===== src/rtl/smb_ptr_pkg.sv =====
package smb_ptr_pkg;

    localparam int BYTE_W   = 8;
    localparam int LANE_SCL = 0;
    localparam int LANE_SDA = 1;
    localparam int N_LANES  = 2;

    typedef enum logic [3:0] {
        ST_IDLE,
        ST_ADDR,
        ST_ADDR_ACK,
        ST_PTR,
        ST_PTR_ACK,
        ST_DATA,
        ST_DATA_ACK,
        ST_XTRA,
        ST_XTRA_NAK,
        ST_TX,
        ST_TX_ACK,
        ST_IGNORE
    } smb_state_e;

endpackage


===== src/rtl/smb_line_sync.sv =====
module smb_line_sync #(
    parameter int LANES  = 2,
    parameter int STAGES = 2
) (
    input  logic             clk,
    input  logic             rst_n,
    input  logic [LANES-1:0] raw_i,
    output logic [LANES-1:0] lvl_o,
    output logic [LANES-1:0] rise_o,
    output logic [LANES-1:0] fall_o
);

    genvar g;
    generate
        for (g = 0; g < LANES; g++) begin : g_lane
            logic [STAGES-1:0] chain;
            logic              prev;

            // Idle bus is high, so reset the chain high to avoid false edges.
            always_ff @(posedge clk or negedge rst_n) begin
                if (!rst_n) begin
                    chain <= '1;
                    prev  <= 1'b1;
                end else begin
                    chain <= {chain[STAGES-2:0], raw_i[g]};
                    prev  <= chain[STAGES-1];
                end
            end

            assign lvl_o[g]  = chain[STAGES-1];
            assign rise_o[g] = chain[STAGES-1] & ~prev;
            assign fall_o[g] = ~chain[STAGES-1] & prev;
        end
    endgenerate

endmodule


===== src/rtl/smb_bus_cond.sv =====
module smb_bus_cond (
    input  logic scl_lvl,
    input  logic sda_rise,
    input  logic sda_fall,
    output logic start_o,
    output logic stop_o
);

    // SDA may only move while SCL is low; a move while SCL is high frames a transfer.
    always_comb begin
        start_o = scl_lvl & sda_fall;
        stop_o  = scl_lvl & sda_rise;
    end

endmodule


===== src/rtl/smb_byte_shift.sv =====
module smb_byte_shift #(
    parameter int DW = 8,
    localparam int CW = $clog2(DW + 1)
) (
    input  logic          clk,
    input  logic          rst_n,
    input  logic          clr,
    input  logic          load,
    input  logic [DW-1:0] load_val,
    input  logic          tx_mode,
    input  logic          rise,
    input  logic          fall,
    input  logic          bit_in,
    output logic [DW-1:0] data_o,
    output logic          full_o
);

    logic [DW-1:0] data_q;
    logic [CW-1:0] cnt_q;

    always_ff @(posedge clk or negedge rst_n) begin
        if (!rst_n) begin
            data_q <= '1;
            cnt_q  <= '0;
        end else if (load) begin
            data_q <= load_val;
            cnt_q  <= '0;
        end else if (clr) begin
            cnt_q  <= '0;
        end else if (rise) begin
            if (cnt_q != CW'(DW)) begin
                cnt_q <= cnt_q + CW'(1);
            end
            if (!tx_mode) begin
                data_q <= {data_q[DW-2:0], bit_in};
            end
        end else if (fall && tx_mode) begin
            data_q <= {data_q[DW-2:0], 1'b1};
        end
    end

    assign data_o = data_q;
    assign full_o = (cnt_q == CW'(DW));

    AST_CNT_BOUND: assert property (@(posedge clk) disable iff (!rst_n)
        cnt_q <= CW'(DW));

endmodule


===== src/rtl/smb_ptr_slave.sv =====
module smb_ptr_slave
    import smb_ptr_pkg::*;
#(
    parameter logic [6:0] DEV_ADDR    = 7'h2E,
    parameter int         SYNC_STAGES = 2
) (
    input  logic              clk,
    input  logic              rst_n,
    input  logic              scl_i,
    input  logic              sda_i,
    output logic              sda_oe,
    output logic [BYTE_W-1:0] reg_addr,
    output logic [BYTE_W-1:0] reg_wdata,
    output logic              reg_we,
    input  logic [BYTE_W-1:0] reg_rdata
);

    logic [N_LANES-1:0] lvl, rise, fall;
    logic               scl_lvl, sda_lvl, scl_rise, scl_fall;
    logic               start_det, stop_det;

    smb_state_e         state, state_nx;

    logic [BYTE_W-1:0]  sh_data;
    logic               sh_full;
    logic               sh_clr, sh_load, sh_rise, sh_tx;

    logic [BYTE_W-1:0]  ptr_q;
    logic               rw_q;
    logic               mack_q;

    smb_line_sync #(
        .LANES  (N_LANES),
        .STAGES (SYNC_STAGES)
    ) u_sync (
        .clk    (clk),
        .rst_n  (rst_n),
        .raw_i  ({sda_i, scl_i}),
        .lvl_o  (lvl),
        .rise_o (rise),
        .fall_o (fall)
    );

    assign scl_lvl  = lvl[LANE_SCL];
    assign sda_lvl  = lvl[LANE_SDA];
    assign scl_rise = rise[LANE_SCL];
    assign scl_fall = fall[LANE_SCL];

    smb_bus_cond u_cond (
        .scl_lvl  (scl_lvl),
        .sda_rise (rise[LANE_SDA]),
        .sda_fall (fall[LANE_SDA]),
        .start_o  (start_det),
        .stop_o   (stop_det)
    );

    // ---------------- state register ----------------
    always_ff @(posedge clk or negedge rst_n) begin
        if (!rst_n) begin
            state <= ST_IDLE;
        end else begin
            state <= state_nx;
        end
    end

    // ---------------- next state ----------------
    always_comb begin
        state_nx = state;
        if (stop_det) begin
            state_nx = ST_IDLE;
        end else if (start_det) begin
            state_nx = ST_ADDR;
        end else begin
            unique case (state)
                ST_IDLE:     state_nx = ST_IDLE;
                ST_ADDR: begin
                    if (scl_fall && sh_full) begin
                        state_nx = (sh_data[BYTE_W-1 -: 7] == DEV_ADDR) ? ST_ADDR_ACK : ST_IGNORE;
                    end
                end
                ST_ADDR_ACK: if (scl_fall) state_nx = rw_q ? ST_TX : ST_PTR;
                ST_PTR:      if (scl_fall && sh_full) state_nx = ST_PTR_ACK;
                ST_PTR_ACK:  if (scl_fall) state_nx = ST_DATA;
                ST_DATA:     if (scl_fall && sh_full) state_nx = ST_DATA_ACK;
                ST_DATA_ACK: if (scl_fall) state_nx = ST_XTRA;
                ST_XTRA:     if (scl_fall && sh_full) state_nx = ST_XTRA_NAK;
                ST_XTRA_NAK: if (scl_fall) state_nx = ST_XTRA;
                ST_TX:       if (scl_fall && sh_full) state_nx = ST_TX_ACK;
                ST_TX_ACK:   if (scl_fall) state_nx = mack_q ? ST_TX : ST_IGNORE;
                ST_IGNORE:   state_nx = ST_IGNORE;
                default:     state_nx = ST_IDLE;
            endcase
        end
    end

    // ---------------- shifter control ----------------
    always_comb begin
        sh_tx   = (state == ST_TX);
        sh_rise = scl_rise && (state inside {ST_ADDR, ST_PTR, ST_DATA, ST_XTRA, ST_TX});
        sh_load = (state_nx == ST_TX) && (state != ST_TX);
        sh_clr  = (state_nx != state) || start_det;
    end

    smb_byte_shift #(
        .DW (BYTE_W)
    ) u_shift (
        .clk      (clk),
        .rst_n    (rst_n),
        .clr      (sh_clr),
        .load     (sh_load),
        .load_val (reg_rdata),
        .tx_mode  (sh_tx),
        .rise     (sh_rise),
        .fall     (scl_fall),
        .bit_in   (sda_lvl),
        .data_o   (sh_data),
        .full_o   (sh_full)
    );

    // ---------------- registered outputs and datapath ----------------
    always_ff @(posedge clk or negedge rst_n) begin
        if (!rst_n) begin
            ptr_q     <= '0;
            rw_q      <= 1'b0;
            mack_q    <= 1'b0;
            reg_we    <= 1'b0;
            reg_wdata <= '0;
        end else begin
            reg_we <= 1'b0;
            if (state == ST_ADDR && state_nx == ST_ADDR_ACK) begin
                rw_q <= sh_data[0];
            end
            if (state == ST_PTR && state_nx == ST_PTR_ACK) begin
                ptr_q <= sh_data;
            end
            if (state == ST_DATA && state_nx == ST_DATA_ACK) begin
                reg_we    <= 1'b1;
                reg_wdata <= sh_data;
            end
            if (state == ST_TX_ACK && scl_rise) begin
                mack_q <= ~sda_lvl;
            end
        end
    end

    assign reg_addr = ptr_q;

    // ---------------- open-drain drive ----------------
    always_comb begin
        sda_oe = 1'b0;
        unique case (state)
            ST_ADDR_ACK, ST_PTR_ACK, ST_DATA_ACK: sda_oe = 1'b1;
            ST_TX:                                sda_oe = ~sh_data[BYTE_W-1];
            default:                              sda_oe = 1'b0;
        endcase
    end

    // ---------------- assertions ----------------
    AST_WE_PULSE: assert property (@(posedge clk) disable iff (!rst_n)
        reg_we |=> !reg_we);

    AST_WE_AFTER_DATA: assert property (@(posedge clk) disable iff (!rst_n)
        reg_we |-> (state == ST_DATA_ACK && $past(state) == ST_DATA));

    AST_PTR_ONLY_AT_ACK: assert property (@(posedge clk) disable iff (!rst_n)
        (ptr_q != $past(ptr_q)) |-> (state == ST_PTR_ACK));

    AST_START_TO_ADDR: assert property (@(posedge clk) disable iff (!rst_n)
        (start_det && !stop_det) |=> (state == ST_ADDR));

    AST_STOP_TO_IDLE: assert property (@(posedge clk) disable iff (!rst_n)
        stop_det |=> (state == ST_IDLE));

    AST_TX_HOLD_HIGH: assert property (@(posedge clk) disable iff (!rst_n)
        (state == ST_TX && $past(state) == ST_TX && scl_lvl && $past(scl_lvl))
            |-> $stable(sda_oe));

endmodule


===== config.mk =====
export PLATFORM = sky130hd
export DESIGN_NAME = smb_ptr_slave
export DESIGN_NICKNAME = d
export VERILOG_FILES = /design/src/rtl/smb_ptr_pkg.sv /design/src/rtl/smb_line_sync.sv /design/src/rtl/smb_bus_cond.sv /design/src/rtl/smb_byte_shift.sv /design/src/rtl/smb_ptr_slave.sv
export SDC_FILE = /design/constraint.sdc
export NUM_CORES = 1
export LEC_CHECK = 0
export BUFFER_PORTS_ARGS = -buffer_cell sky130_fd_sc_hd__buf_2
export CAP_MARGIN = 10
export CORE_AREA = 2 2 72 74
export CTS_CLUSTER_SIZE = 40
export DETAILED_ROUTE_END_ITERATION = 12
export DIE_AREA = 0 0 74 76
export PLACE_DENSITY = 0.8
export SYNTH_ARGS = -nofsm -noshare
export SYNTH_HDL_FRONTEND = slang
export SYNTH_SLANG_ARGS = --single-unit

===== constraint.sdc =====
create_clock -name clk -period 2.84 [get_ports clk]
set_input_delay 0.284 -clock clk [delete_from_list [all_inputs] [get_ports clk]]
set_output_delay 0.284 -clock clk [all_outputs]
set_load 0.03 [all_outputs]

==> metrics.txt <==
# TYPE chip_impl_metric gauge
chip_impl_metric{name="fin_util",unit="%"} 54.1
chip_impl_metric{name="grt_max_degree",unit=""} 42
chip_impl_metric{name="cts.hold.buffers_added",unit=""} 0
chip_impl_metric{name="count_of_standard_cell_rows",unit=""} 26
chip_impl_info{name="type_of_origin_of_the_critical_path",value="flip-flop"} 1
chip_impl_metric{name="setup-violations-final",unit=""} 0
chip_impl_metric{name="routed_wirelength",unit="um"} 5130
chip_impl_metric{name="reg2reg_setup_slack",unit="ns"} 0.34
chip_impl_metric{name="tns",unit="ns"} 0
chip_impl_metric{name="layout.cell_area.non_filler",unit="sq um"} 2660
chip_impl_metric{name="final_layout_size_suffix_gt1_share",unit="%"} 34.3
chip_impl_info{name="cts_tree",value="done"} 1
chip_impl_metric{name="final_nets",unit=""} 264
chip_impl_metric{name="synth_edf_count",unit=""} 0
chip_impl_metric{name="cp_data_arrival_time",unit="ns"} 2.72
chip_impl_metric{name="fmax",unit="MHz"} 401
chip_impl_metric{name="die_area",unit="sq um"} 5620
chip_impl_metric{name="floorplan.initialDensity",unit="%"} 47.7
chip_impl_metric{name="antenna_cells",unit=""} 0
chip_impl_metric{name="power.ir.vdd_worst",unit="mV"} 0.334
chip_impl_metric{name="clk_path_buf_depth",unit=""} 2
chip_impl_metric{name="number_of_buffers_created_by_cts",unit=""} 5
chip_impl_metric{name="drt_first_iter_violations",unit=""} 330
chip_impl_info{name="rsz_0062_raised_after_global_routing",value="false"} 1
chip_impl_info{name="cts.root.buffer_cell",value="sky130_fd_sc_hd__clkbuf_8"} 1
chip_impl_metric{name="leakage",unit="nW"} 1.16
chip_impl_metric{name="synth_largest_type_area_fraction",unit="%"} 28.8
chip_impl_metric{name="gr-usage-all-layers",unit="%"} 19.2
chip_impl_metric{name="critPathRequiredTime",unit="ns"} 3.07
chip_impl_metric{name="synth_cells",unit=""} 222
chip_impl_metric{name="synthArstFlopShare",unit="%"} 100
chip_impl_metric{name="worst_pin_slew",unit="ns"} 0.891
chip_impl_info{name="run_status",value="complete, no violations"} 1
chip_impl_info{name="crit_path_end_kind",value="flip-flop"} 1
chip_impl_metric{name="die_width",unit="um"} 74
chip_impl_metric{name="number_of_max_slew_violations_in_the_final_report",unit=""} 0
chip_impl_metric{name="cts.repair.resized",unit=""} 0
chip_impl_info{name="synth_flop_cell",value="sky130_fd_sc_hd__dfrtp_1"} 1
chip_impl_metric{name="final.min_clock_period",unit="ns"} 2.50
chip_impl_metric{name="postSynthAreaPerCell",unit="sq um"} 10.6
chip_impl_metric{name="relative_slew_slack",unit="%"} 40.6
chip_impl_metric{name="worst-path-max-fanout",unit=""} 18
chip_impl_metric{name="number_of_global_route_vias_before_repair",unit=""} 1749
chip_impl_metric{name="dieHeight",unit="um"} 76
chip_impl_metric{name="place_hpwl",unit="um"} 3600
chip_impl_metric{name="worst_path_clk_slew",unit="ns"} 0.08
chip_impl_metric{name="finalHoldViolations",unit=""} 0
chip_impl_metric{name="total_design_power",unit="mW"} 1.28
chip_impl_metric{name="vias_per_cell",unit=""} 5.98
chip_impl_metric{name="via_count",unit=""} 1920
chip_impl_metric{name="number_of_antenna_violations_at_the_first_check_in_global_routing",unit=""} 0
chip_impl_metric{name="yosysSeqAreaShare",unit="%"} 44.5
chip_impl_metric{name="cts.sinks",unit=""} 41
chip_impl_metric{name="buffers_added_on_ports",unit=""} 29
chip_impl_metric{name="timing.hold.ws",unit="ns"} 0.0800
chip_impl_metric{name="firstDrtPassIters",unit=""} 5
chip_impl_info{name="worst_setup_path_category",value="flip-flop to flip-flop"} 1
chip_impl_metric{name="grt_pass1_wl",unit="um"} 8360
chip_impl_info{name="yosys.cell_count.top_type",value="sky130_fd_sc_hd__dfrtp_1"} 1
chip_impl_metric{name="post_cts_repair_setup_buffers",unit=""} 0
chip_impl_metric{name="postSynthNetCount",unit=""} 236
chip_impl_metric{name="routability_congestion",unit=""} 0.957
chip_impl_metric{name="yosys.cell_types.count",unit=""} 62
chip_impl_info{name="post_synth_most_frequent_cells",value="sky130_fd_sc_hd__dfrtp_1 (27), sky130_fd_sc_hd__dfstp_2 (14), sky130_fd_sc_hd__mux2_2 (14), sky130_fd_sc_hd__o21ai_0 (13), sky130_fd_sc_hd__nand2_1 (12)"} 1
chip_impl_metric{name="ys_seq_elements",unit=""} 41
chip_impl_metric{name="ys_warn_count",unit=""} 0
chip_impl_metric{name="cap_violations",unit=""} 0
chip_impl_metric{name="synth.cell_area",unit="sq um"} 2340
chip_impl_metric{name="htree_num_levels",unit=""} 2
chip_impl_metric{name="antenna_left",unit=""} 0
chip_impl_metric{name="placed_cell_area",unit="sq um"} 2540
chip_impl_metric{name="top_level_ports",unit=""} 30
chip_impl_metric{name="routed_wire_length_per_instance",unit="um"} 16.0
chip_impl_info{name="synth_largest_area_cell",value="sky130_fd_sc_hd__dfrtp_1"} 1
chip_impl_metric{name="drt_drc_violations_left",unit=""} 0
chip_impl_metric{name="final.period_utilization",unit="%"} 87.9
chip_impl_metric{name="grt-ovfl-total",unit=""} 0
chip_impl_info{name="hold_path_class",value="input pin to flip-flop"} 1
chip_impl_metric{name="synthToLayoutAreaGrowth",unit="%"} 13.4
chip_impl_metric{name="p_per_area",unit="nW/um^2"} 480
chip_impl_metric{name="core_area",unit="sq um"} 4910
chip_impl_metric{name="fin_worst_skew",unit="ns"} 0.00642
chip_impl_metric{name="layout.filler_cells",unit=""} 425
chip_impl_metric{name="clk-insertion-delay-late",unit="ns"} 0.30
chip_impl_info{name="synthTopCellsByArea",value="sky130_fd_sc_hd__dfrtp_1 (29%), sky130_fd_sc_hd__dfstp_2 (16%), sky130_fd_sc_hd__mux2_2 (6.7%)"} 1
-- worst max-delay path, stage by stage (launching register included) --
cell,delay (ns)
sky130_fd_sc_hd__dfrtp_1,0.45
sky130_fd_sc_hd__buf_4,0.23
sky130_fd_sc_hd__nand2b_1,0.19
sky130_fd_sc_hd__nor3_1,0.41
sky130_fd_sc_hd__and2_1,0.25
sky130_fd_sc_hd__o221ai_1,0.26
sky130_fd_sc_hd__o32a_1,0.37
sky130_fd_sc_hd__mux2_4,0.25
-- cell type report --
cell class              count  area (sq um)  area share (%)
clock buffers               5          68.8            2.59
clock inverters             3          46.3            1.74
inverters                   8          30.0            1.13
multi-input cells         160          1200            45.1
flip-flops and latches     41          1040            39.3
well taps                  70          87.6            3.30
repair buffers             34           183            6.87
-- where the power goes --
group | total, mW | internal, mW | switching (mW)
clock | 0.469 | 0.263 | 0.206
sequential | 0.675 | 0.631 | 0.0434
combinational | 0.133 | 0.0641 | 0.0690
-- cell families after synthesis --
| group | after synthesis | share of synthesized area, % |
|---|---|---|
| AOI/OAI and AO/OA | 65 | 22.2 |
| xor gates and xnor gates | 4 | 1.50 |
| adders and majority gates | 2 | 1.07 |
| buffers and inverters | 21 | 4.32 |
| DFF | 41 | 44.5 |
| muxes | 17 | 8.44 |
| and+or+nand+nor | 72 | 18.0 |
-- cell usage in the layout, fill, tap and decap left out, types with 3 or more instances in the layout --
master / Yosys / final
sky130_fd_sc_hd__nand2_1: 12 / 12
sky130_fd_sc_hd__dfrtp_1: 27 / 27
sky130_fd_sc_hd__o31a_1: 4 / 4
sky130_fd_sc_hd__buf_4: 4 / 5
sky130_fd_sc_hd__or3_1: 3 / 3
sky130_fd_sc_hd__a31oi_1: 9 / 9
sky130_fd_sc_hd__a221oi_1: 7 / 7
sky130_fd_sc_hd__buf_2: 6 / 29
sky130_fd_sc_hd__mux2_2: 14 / 14
sky130_fd_sc_hd__dfstp_2: 14 / 14
sky130_fd_sc_hd__nand3_1: 10 / 10
sky130_fd_sc_hd__a21oi_1: 4 / 4
sky130_fd_sc_hd__o21ai_0: 13 / 13
sky130_fd_sc_hd__nor2_1: 11 / 11
sky130_fd_sc_hd__clkbuf_8: 0 / 5
sky130_fd_sc_hd__o211ai_1: 3 / 3
sky130_fd_sc_hd__inv_1: 7 / 7
sky130_fd_sc_hd__nand2b_1: 5 / 5
sky130_fd_sc_hd__nor3_1: 9 / 9
sky130_fd_sc_hd__nor2b_1: 3 / 3
-- metrics by stage --
step	setup WS [ns]	cells
after floorplan	0.564	222
after global routing	0.155	321
after detailed placement	0.400	313
after global placement	0.403	313
final	0.343	321
after CTS	0.367	321
-- path summary, 6_finish.rpt --
check	start	to	cells after the start
min	sda_i	u_sync.g_lane[1].chain[0]$_DFF_PN1_	1
max in group asynchronous	rst_n	rw_q$_DFFE_PN0P_	1
min reg2reg	u_sync.g_lane[1].chain[0]$_DFF_PN1_	u_sync.g_lane[1].chain[1]$_DFF_PN1_	0
min in group asynchronous	rst_n	state[2]$_DFF_PN0_	1
max	state[3]$_DFF_PN0_	u_shift.data_o[0]$_DFFE_PN1P_	7
max reg2reg	state[3]$_DFF_PN0_	u_shift.data_o[0]$_DFFE_PN1P_	7
-- registers in the layout, summed over array words and instances (netlist names) --
name	flops
u_shift.data_o	8
state	4
u_sync.g_lane.prev	2
reg_we	1
u_shift.cnt_q	4
rw_q	1
reg_wdata	8
u_sync.g_lane.chain	4
mack_q	1
reg_addr	8
-- routing by layer --
| metal | track usage, % | share of wire (%) | vias to the layer above |
|---|---|---|---|
| met5 | 0 | 0 | - |
| met4 | 9.27 | 2.0 | 0 |
| met3 | 5.42 | 6.4 | 11 |
| met2 | 26.3 | 47 | 88 |
| met1 | 27.7 | 45 | 925 |
| li1 | - | - | 896 |
No activity file was read; power rests on OpenSTA's default activity.
